### src/rtl/rxf_pkg.sv
package rxf_pkg;
  localparam int unsigned BYTE_W = 8;
  localparam logic [15:0] CRC_POLY = 16'h8005;
  localparam logic [15:0] CRC_INIT = 16'hFFFF;

  typedef enum logic [1:0] {
    LEN_FIXED = 2'd0,
    LEN_VAR   = 2'd1,
    LEN_INF   = 2'd2,
    LEN_OFF   = 2'd3
  } len_mode_e;

  typedef enum logic [2:0] {
    ST_IDLE,
    ST_LEN,
    ST_BODY,
    ST_CRC,
    ST_APP_RSSI,
    ST_APP_STAT,
    ST_DONE,
    ST_INF
  } rx_state_e;
endpackage

### src/rtl/rxf_crc16.sv
module rxf_crc16 import rxf_pkg::*; #(
  parameter logic [15:0] POLY = CRC_POLY,
  parameter logic [15:0] INIT = CRC_INIT
) (
  input  logic              clk_i,
  input  logic              rst_ni,
  input  logic              clr_i,
  input  logic              upd_i,
  input  logic [BYTE_W-1:0] data_i,
  output logic [15:0]       crc_o
);
  logic [15:0] crc_q, crc_nx;

  // MSB-first serial division, one byte per cycle
  always_comb begin
    crc_nx = crc_q;
    for (int i = BYTE_W - 1; i >= 0; i--) begin
      if (crc_nx[15] ^ data_i[i]) crc_nx = {crc_nx[14:0], 1'b0} ^ POLY;
      else                        crc_nx = {crc_nx[14:0], 1'b0};
    end
  end

  always_ff @(posedge clk_i or negedge rst_ni) begin
    if (!rst_ni)     crc_q <= INIT;
    else if (clr_i)  crc_q <= INIT;
    else if (upd_i)  crc_q <= crc_nx;
  end

  assign crc_o = crc_q;
endmodule

### src/rtl/rxf_wptr.sv
module rxf_wptr import rxf_pkg::*; #(
  parameter int unsigned DEPTH = 64,
  localparam int unsigned AW = $clog2(DEPTH)
) (
  input  logic              clk_i,
  input  logic              rst_ni,
  input  logic              wr_i,
  input  logic [BYTE_W-1:0] wr_data_i,
  input  logic              rollback_i,
  input  logic              commit_i,
  input  logic              flush_i,
  output logic              we_o,
  output logic [AW-1:0]     waddr_o,
  output logic [BYTE_W-1:0] wdata_o,
  output logic [AW-1:0]     cptr_o,
  output logic              flush_o
);
  logic [AW-1:0]     wptr_q, cptr_q, addr_q;
  logic [BYTE_W-1:0] data_q;
  logic              we_q, flush_q;

  always_ff @(posedge clk_i or negedge rst_ni) begin
    if (!rst_ni) begin
      wptr_q  <= '0;
      cptr_q  <= '0;
      addr_q  <= '0;
      data_q  <= '0;
      we_q    <= 1'b0;
      flush_q <= 1'b0;
    end else begin
      we_q    <= 1'b0;
      flush_q <= 1'b0;
      if (flush_i) begin
        wptr_q  <= '0;
        cptr_q  <= '0;
        flush_q <= 1'b1;
      end else if (rollback_i) begin
        wptr_q <= cptr_q;
      end else begin
        if (wr_i) begin
          we_q   <= 1'b1;
          addr_q <= wptr_q;
          data_q <= wr_data_i;
          wptr_q <= wptr_q + AW'(1);
        end
        // a byte written in the commit cycle belongs to the packet
        if (commit_i) cptr_q <= wr_i ? wptr_q + AW'(1) : wptr_q;
      end
    end
  end

  assign we_o    = we_q;
  assign waddr_o = addr_q;
  assign wdata_o = data_q;
  assign cptr_o  = cptr_q;
  assign flush_o = flush_q;
endmodule

### src/rtl/rxf_ctrl.sv
module rxf_ctrl import rxf_pkg::*; (
  input  logic              clk_i,
  input  logic              rst_ni,
  input  logic              sync_i,
  input  logic              byte_vld_i,
  input  logic [BYTE_W-1:0] byte_i,
  input  logic              stop_i,
  input  logic [1:0]        len_mode_i,
  input  logic [BYTE_W-1:0] len_cfg_i,
  input  logic              addr_chk_i,
  input  logic [BYTE_W-1:0] addr_cfg_i,
  input  logic              crc_en_i,
  input  logic              flush_en_i,
  input  logic              app_en_i,
  input  logic [BYTE_W-1:0] rssi_i,
  input  logic [BYTE_W-2:0] lqi_i,
  input  logic [15:0]       crc_i,
  output logic              wr_o,
  output logic [BYTE_W-1:0] wr_data_o,
  output logic              rollback_o,
  output logic              commit_o,
  output logic              flush_o,
  output logic              crc_clr_o,
  output logic              crc_upd_o,
  output logic              done_o,
  output logic              restart_o,
  output logic              crc_ok_o
);
  rx_state_e         state_q, state_d, tail_st, post_crc_st;
  logic [BYTE_W-1:0] cnt_q, cnt_d;
  logic              first_q, first_d, crc_hi_seen_q, crc_hi_seen_d;
  logic              done_q, done_d, restart_q, restart_d, ok_q, ok_d;
  logic              crc_good;

  assign crc_good    = !crc_en_i || (crc_i == 16'h0000);
  assign post_crc_st = app_en_i ? ST_APP_RSSI : ST_DONE;
  assign tail_st     = crc_en_i ? ST_CRC : post_crc_st;

  always_comb begin
    state_d       = state_q;
    cnt_d         = cnt_q;
    first_d       = first_q;
    crc_hi_seen_d = crc_hi_seen_q;
    done_d        = 1'b0;
    restart_d     = 1'b0;
    ok_d          = ok_q;
    wr_o          = 1'b0;
    wr_data_o     = byte_i;
    rollback_o    = 1'b0;
    commit_o      = 1'b0;
    flush_o       = 1'b0;
    crc_clr_o     = 1'b0;
    crc_upd_o     = 1'b0;

    case (state_q)
      ST_IDLE: begin
        if (sync_i) begin
          crc_clr_o     = 1'b1;
          first_d       = 1'b1;
          crc_hi_seen_d = 1'b0;
          case (len_mode_e'(len_mode_i))
            LEN_FIXED: begin
              if (len_cfg_i == '0) state_d = tail_st;
              else begin
                state_d = ST_BODY;
                cnt_d   = len_cfg_i;
              end
            end
            LEN_VAR: state_d = ST_LEN;
            LEN_INF: state_d = ST_INF;
            default: state_d = ST_IDLE;
          endcase
        end
      end

      ST_LEN: begin
        if (byte_vld_i) begin
          if (byte_i > len_cfg_i) begin
            restart_d  = 1'b1;
            rollback_o = 1'b1;
            state_d    = ST_IDLE;
          end else begin
            wr_o      = 1'b1;
            crc_upd_o = 1'b1;
            cnt_d     = byte_i;
            state_d   = (byte_i == '0) ? tail_st : ST_BODY;
          end
        end
      end

      ST_BODY: begin
        if (byte_vld_i) begin
          if (first_q && addr_chk_i && (byte_i != addr_cfg_i)) begin
            restart_d  = 1'b1;
            rollback_o = 1'b1;
            state_d    = ST_IDLE;
          end else begin
            wr_o      = 1'b1;
            crc_upd_o = 1'b1;
            first_d   = 1'b0;
            cnt_d     = cnt_q - BYTE_W'(1);
            if (cnt_q == BYTE_W'(1)) state_d = tail_st;
          end
        end
      end

      ST_CRC: begin
        if (byte_vld_i) begin
          crc_upd_o     = 1'b1;
          crc_hi_seen_d = 1'b1;
          if (crc_hi_seen_q) state_d = post_crc_st;
        end
      end

      ST_APP_RSSI: begin
        wr_o      = 1'b1;
        wr_data_o = rssi_i;
        state_d   = ST_APP_STAT;
      end

      ST_APP_STAT: begin
        wr_o      = 1'b1;
        wr_data_o = {crc_good, lqi_i};
        state_d   = ST_DONE;
      end

      ST_DONE: begin
        done_d  = 1'b1;
        ok_d    = crc_good;
        state_d = ST_IDLE;
        if (crc_en_i && !crc_good && flush_en_i) flush_o  = 1'b1;
        else                                     commit_o = 1'b1;
      end

      ST_INF: begin
        wr_o = byte_vld_i;
        if (stop_i) begin
          commit_o = 1'b1;
          done_d   = 1'b1;
          ok_d     = 1'b1;
          state_d  = ST_IDLE;
        end
      end

      default: state_d = ST_IDLE;
    endcase
  end

  always_ff @(posedge clk_i or negedge rst_ni) begin
    if (!rst_ni) begin
      state_q       <= ST_IDLE;
      cnt_q         <= '0;
      first_q       <= 1'b0;
      crc_hi_seen_q <= 1'b0;
      done_q        <= 1'b0;
      restart_q     <= 1'b0;
      ok_q          <= 1'b0;
    end else begin
      state_q       <= state_d;
      cnt_q         <= cnt_d;
      first_q       <= first_d;
      crc_hi_seen_q <= crc_hi_seen_d;
      done_q        <= done_d;
      restart_q     <= restart_d;
      ok_q          <= ok_d;
    end
  end

  assign done_o    = done_q;
  assign restart_o = restart_q;
  assign crc_ok_o  = ok_q;
endmodule

### src/rtl/rx_pkt_filter.sv
module rx_pkt_filter import rxf_pkg::*; #(
  parameter int unsigned FIFO_DEPTH = 64,
  localparam int unsigned AW = $clog2(FIFO_DEPTH)
) (
  input  logic          clk_i,
  input  logic          rst_ni,
  input  logic          sync_i,
  input  logic          byte_vld_i,
  input  logic [7:0]    byte_i,
  input  logic          stop_i,
  input  logic [1:0]    len_mode_i,
  input  logic [7:0]    len_cfg_i,
  input  logic          addr_chk_i,
  input  logic [7:0]    addr_cfg_i,
  input  logic          crc_en_i,
  input  logic          flush_en_i,
  input  logic          app_en_i,
  input  logic [7:0]    rssi_i,
  input  logic [6:0]    lqi_i,
  output logic          fifo_we_o,
  output logic [AW-1:0] fifo_waddr_o,
  output logic [7:0]    fifo_wdata_o,
  output logic [AW-1:0] fifo_cptr_o,
  output logic          fifo_flush_o,
  output logic          pkt_done_o,
  output logic          crc_ok_o,
  output logic          restart_o
);
  logic              wr, rollback, commit, flush, crc_clr, crc_upd;
  logic [BYTE_W-1:0] wr_data;
  logic [15:0]       crc;

  rxf_ctrl u_ctrl (
    .clk_i      (clk_i),
    .rst_ni     (rst_ni),
    .sync_i     (sync_i),
    .byte_vld_i (byte_vld_i),
    .byte_i     (byte_i),
    .stop_i     (stop_i),
    .len_mode_i (len_mode_i),
    .len_cfg_i  (len_cfg_i),
    .addr_chk_i (addr_chk_i),
    .addr_cfg_i (addr_cfg_i),
    .crc_en_i   (crc_en_i),
    .flush_en_i (flush_en_i),
    .app_en_i   (app_en_i),
    .rssi_i     (rssi_i),
    .lqi_i      (lqi_i),
    .crc_i      (crc),
    .wr_o       (wr),
    .wr_data_o  (wr_data),
    .rollback_o (rollback),
    .commit_o   (commit),
    .flush_o    (flush),
    .crc_clr_o  (crc_clr),
    .crc_upd_o  (crc_upd),
    .done_o     (pkt_done_o),
    .restart_o  (restart_o),
    .crc_ok_o   (crc_ok_o)
  );

  rxf_crc16 u_crc (
    .clk_i  (clk_i),
    .rst_ni (rst_ni),
    .clr_i  (crc_clr),
    .upd_i  (crc_upd),
    .data_i (byte_i),
    .crc_o  (crc)
  );

  rxf_wptr #(.DEPTH(FIFO_DEPTH)) u_wptr (
    .clk_i      (clk_i),
    .rst_ni     (rst_ni),
    .wr_i       (wr),
    .wr_data_i  (wr_data),
    .rollback_i (rollback),
    .commit_i   (commit),
    .flush_i    (flush),
    .we_o       (fifo_we_o),
    .waddr_o    (fifo_waddr_o),
    .wdata_o    (fifo_wdata_o),
    .cptr_o     (fifo_cptr_o),
    .flush_o    (fifo_flush_o)
  );
endmodule

### config.mk
export PLATFORM = sky130hd
export DESIGN_NAME = rx_pkt_filter
export DESIGN_NICKNAME = d
export VERILOG_FILES = /design/src/rtl/rxf_pkg.sv /design/src/rtl/rxf_crc16.sv /design/src/rtl/rxf_wptr.sv /design/src/rtl/rxf_ctrl.sv /design/src/rtl/rx_pkt_filter.sv
export SDC_FILE = /design/constraint.sdc
export NUM_CORES = 1
export LEC_CHECK = 0
export ABC_AREA = 1
export BUFFER_PORTS_ARGS = -buffer_cell sky130_fd_sc_hd__buf_2
export CAP_MARGIN = 10
export CELL_PAD_IN_SITES_DETAIL_PLACEMENT = 0
export CELL_PAD_IN_SITES_GLOBAL_PLACEMENT = 1
export CORE_MARGIN = 1
export CORE_UTILIZATION = 37
export DETAILED_ROUTE_END_ITERATION = 6
export PLACE_DENSITY = 0.79
export SYNTH_ARGS = -nofsm -noshare
export SYNTH_HDL_FRONTEND = slang
export SYNTH_HIERARCHICAL = 1
export SYNTH_SLANG_ARGS = --single-unit
### constraint.sdc
create_clock -name clk_i -period 1.9 [get_ports clk_i]
set_clock_uncertainty 0.05 [all_clocks]
set_input_delay 0.38 -clock clk_i [delete_from_list [all_inputs] [get_ports clk_i]]
set_output_delay 0.38 -clock clk_i [all_outputs]
set_load 0.02 [all_outputs]
==> reports/metrics.cfg <==
[setup_path]
path_class=register to register
endpoint_kind=register
crit_chain=inv_2 > nand2_1 > nand2_2 > nand2_4 > nand2_4 > nand2_4 > nand2_4 > nand2_4 > nand3_4 > nand2_4 > nand2_4 > nand3_4 > nand2_4 > nand2_2 > nand3_2 > nand2_2 > nand2_1 > nand2_1
r2r_slack_ns=-0.18
start_kind=register
cp_num_buf_inv=1
cp_top_family=simple AND/OR/NAND/NOR gates
cp.required_ns=2.12
path_common_cell=nand2_4
critPathArrivalTime_ns=2.31
cp_max_fo=4
cp_slowest_cell=dfstp_2
cpPeakStageDelay_ns=0.60

[clock_network]
ctsHoldBuffers=0
insertion_delay_ns=0.33
clockRootBuffer=clkbuf_16
clkTransAtPathRegs_ns=0.06
cts_buffers=9
cts_tree=yes
clock_sinks=60
cts_buffer_depth=2
ctsHtreeMaxLevel=3

[floorplan]
die_area_um2=11700
ios=75
rows=38
start_util_pct=38.2
die_y_um=108
die_w_um=108
fp.coreArea_um2=10900

[pwr]
vdd_drop_max_mv=0.806
cellLeakagePower_nw=3.31
switching_share_pct=46.1
internal_power_mw=5.71
netSwitchingPower_mw=4.89
p_seq_share_pct=22.0
pwr_density_cell_nw_per_um2=1600
clkPwrFrac_pct=15.8
p_comb_share_pct=62.2

[timing]
fmax_mhz=480
finalHoldViolCount=0
rsz0062_at_grt=yes
finalCriticalPeriod_ns=2.08
finalWorstSetupSlack_ns=-0.183
relSlewSlack_pct=72.0
post-route-period-util_pct=110
finalMaxSlewViolations=0
finalSetupTns_ns=-1.65
setup_viol=28
worst_slew_pin_slew_ns=0.418

[synthesis]
synth_top_area_share_pct=26.4
ys_types=37
synthFlopType=dfrtp_1
ys_ff_latch=60
syn_nets=638
yosys.area.top_type=dfrtp_1
synth_async_sr_flop_share_pct=100
synth_warnings=6
syn_avg_cell_area_um2=7.26
ys_top_cells_by_count=168 x nand2_1, 81 x inv_1, 60 x nand3_1
synth_area_um2=4180
synth_cells=575
yosysSeqAreaShare_pct=36.4
synth.most_common_cell=nand2_1
synth_area_leaders=dfrtp_1 26%, nand2_1 15%, dfstp_2 10%
synth-edff-count=0

[drt]
drc=0
wirelength_um=13600
drt_iter0_markers=166
first_pass_iters=4
wire_per_inst_um=14.9
dr_total_vias=4578
via_per_inst=5.01
ant_nets=0

[finish]
fin_nets=832
n_antenna_cell=0
design_area_um2=6620
syn_to_final_growth_pct=58.5
drive_gt1_share_pct=50.3
stdcell_count=914
fillCellCount=1007

[status]
violations=setup timing
outcome=complete, but fails checks

[placement]
dp_hpwl_um=10200
place_inst=877
place.gp.congestion=0.915
io_buffers=74
post_dp_cell_area_um2=5580

[grt]
overflow=0
grt_max_degree=61
grt_pass1_vias=4570
antenna_found_initial=0
grt_usage_pct=24.2
grt_pass1_wl_um=21600

[hold_path]
min_path_type=input port to async pin

[job]
drv_cap=0

per-layer routing:
| metal | vias to the layer above | track usage (%) | part of all wire [%] |
|---|---|---|---|
| met5 | - | 0 | 0 |
| met1 | 2188 | 29.6 | 44 |
| li1 | 2261 | - | - |
| met2 | 109 | 41.9 | 50 |
| met4 | 0 | 9.10 | 1.8 |
| met3 | 20 | 4.76 | 4.9 |
state kept, by name (all words and copies together) (netlist names):
signal	cells
u_crc/crc_o	16
u_ctrl/cnt_q	8
u_ctrl/crc_hi_seen_q	1
u_ctrl/crc_ok_o	1
u_ctrl/done_o	1
u_ctrl/first_q	1
u_ctrl/restart_o	1
u_ctrl/state_q	3
u_wptr/cptr_o	6
u_wptr/flush_o	1
u_wptr/waddr_o	6
u_wptr/wdata_o	8
u_wptr/we_o	1
u_wptr/wptr_q	6
timing repair:
action / 4_1_cts / 5_1_grt
pin swaps: 29 / 39
cloned: 3 / 1
setup buffers: 7 / 12
gates resized for setup: 72 / 89
setup endpoints to repair: 50 / 53
power by group through the flow:
stage | clock network, mW | logic (mW) | registers (mW)
5_1_grt | 1.76 | 7.19 | 2.40
6_report | 1.67 | 6.60 | 2.33
4_1_cts | 1.70 | 6.10 | 2.31
3_3_place_gp | 0 | 5.31 | 2.29
2_1_floorplan | 0 | 3.28 | 2.51
3_5_place_dp | 0 | 5.37 | 2.30
logic make-up (layout without fill, tap and decap cells):
logic type	count (synthesis)	after routing	share of synthesized area, %
simple gates	309	309	34.7
flops	60	60	36.4
xor+xnor	14	14	3.12
compound gates	76	76	11.8
fa+ha+maj	13	13	3.89
buf+inv	103	302	10.1
cells in the final DEF (no fill, tap or decap), types with 11 or more instances in the layout:
master,n
inv_1,64
nand2_1,126
dfstp_2,16
nor2_1,21
buf_2,61
nand2_4,19
nand3_2,14
dfrtp_1,42
buf_6,15
inv_4,11
inv_2,19
nor2_4,13
nand2_2,39
nand3_1,48
buf_4,106
worst reg2reg max path, cell delays in order (launching register included):
cell     delay, ns
dfstp_2       0.60
inv_2         0.05
nand2_1       0.07
nand2_2       0.06
nand2_4       0.09
nand2_4       0.06
nand2_4       0.09
nand2_4       0.08
nand2_4       0.08
nand3_4       0.11
nand2_4       0.12
nand2_4       0.06
nand3_4       0.09
nand2_4       0.08
nand2_2       0.08
nand3_2       0.06
nand2_2       0.09
nand2_1       0.06
nand2_1       0.06
final timing paths:
path,startpoint,endpoint,depth (start not counted)
max,u_crc/crc_o[14],u_crc/crc_o[15],18
min,rst_ni,u_wptr/waddr_o[5],2
max reg2reg,u_crc/crc_o[14],u_crc/crc_o[15],18
min reg2reg,u_ctrl/cnt_q[1],u_ctrl/cnt_q[1],2
max in group asynchronous,rst_ni,u_crc/crc_o[8],2
min in group clk_i,stop_i,u_ctrl/state_q[2],4
area by class of cell:
type / instances / area, um^2 / area share [%]
clock buffer: 11 / 243 / 3.67
multi-input combinational: 412 / 2820 / 42.5
sequential: 60 / 1520 / 23.0
tap: 140 / 175 / 2.65
timing repair inverter: 4 / 45.0 / 0.680
inverter: 96 / 410 / 6.20
clock inverter: 5 / 61.3 / 0.926
timing repair buffer: 186 / 1350 / 20.3
stage by stage:
stage	utilization [%]	total power [mW]	hold slack, ns	worst slack [ns]
finish	60.5	10.6	0.0113	-0.183
global route	60.5	11.3	0.0275	-0.328
CTS	57.0	10.1	0.0174	-0.153
detailed placement	51.1	7.66	0.364	-0.454
global placement	51.1	7.59	0.363	-0.433
floorplan	-	5.79	0.0344	-0.117
Note: power is estimated with default switching activity, not from simulation.
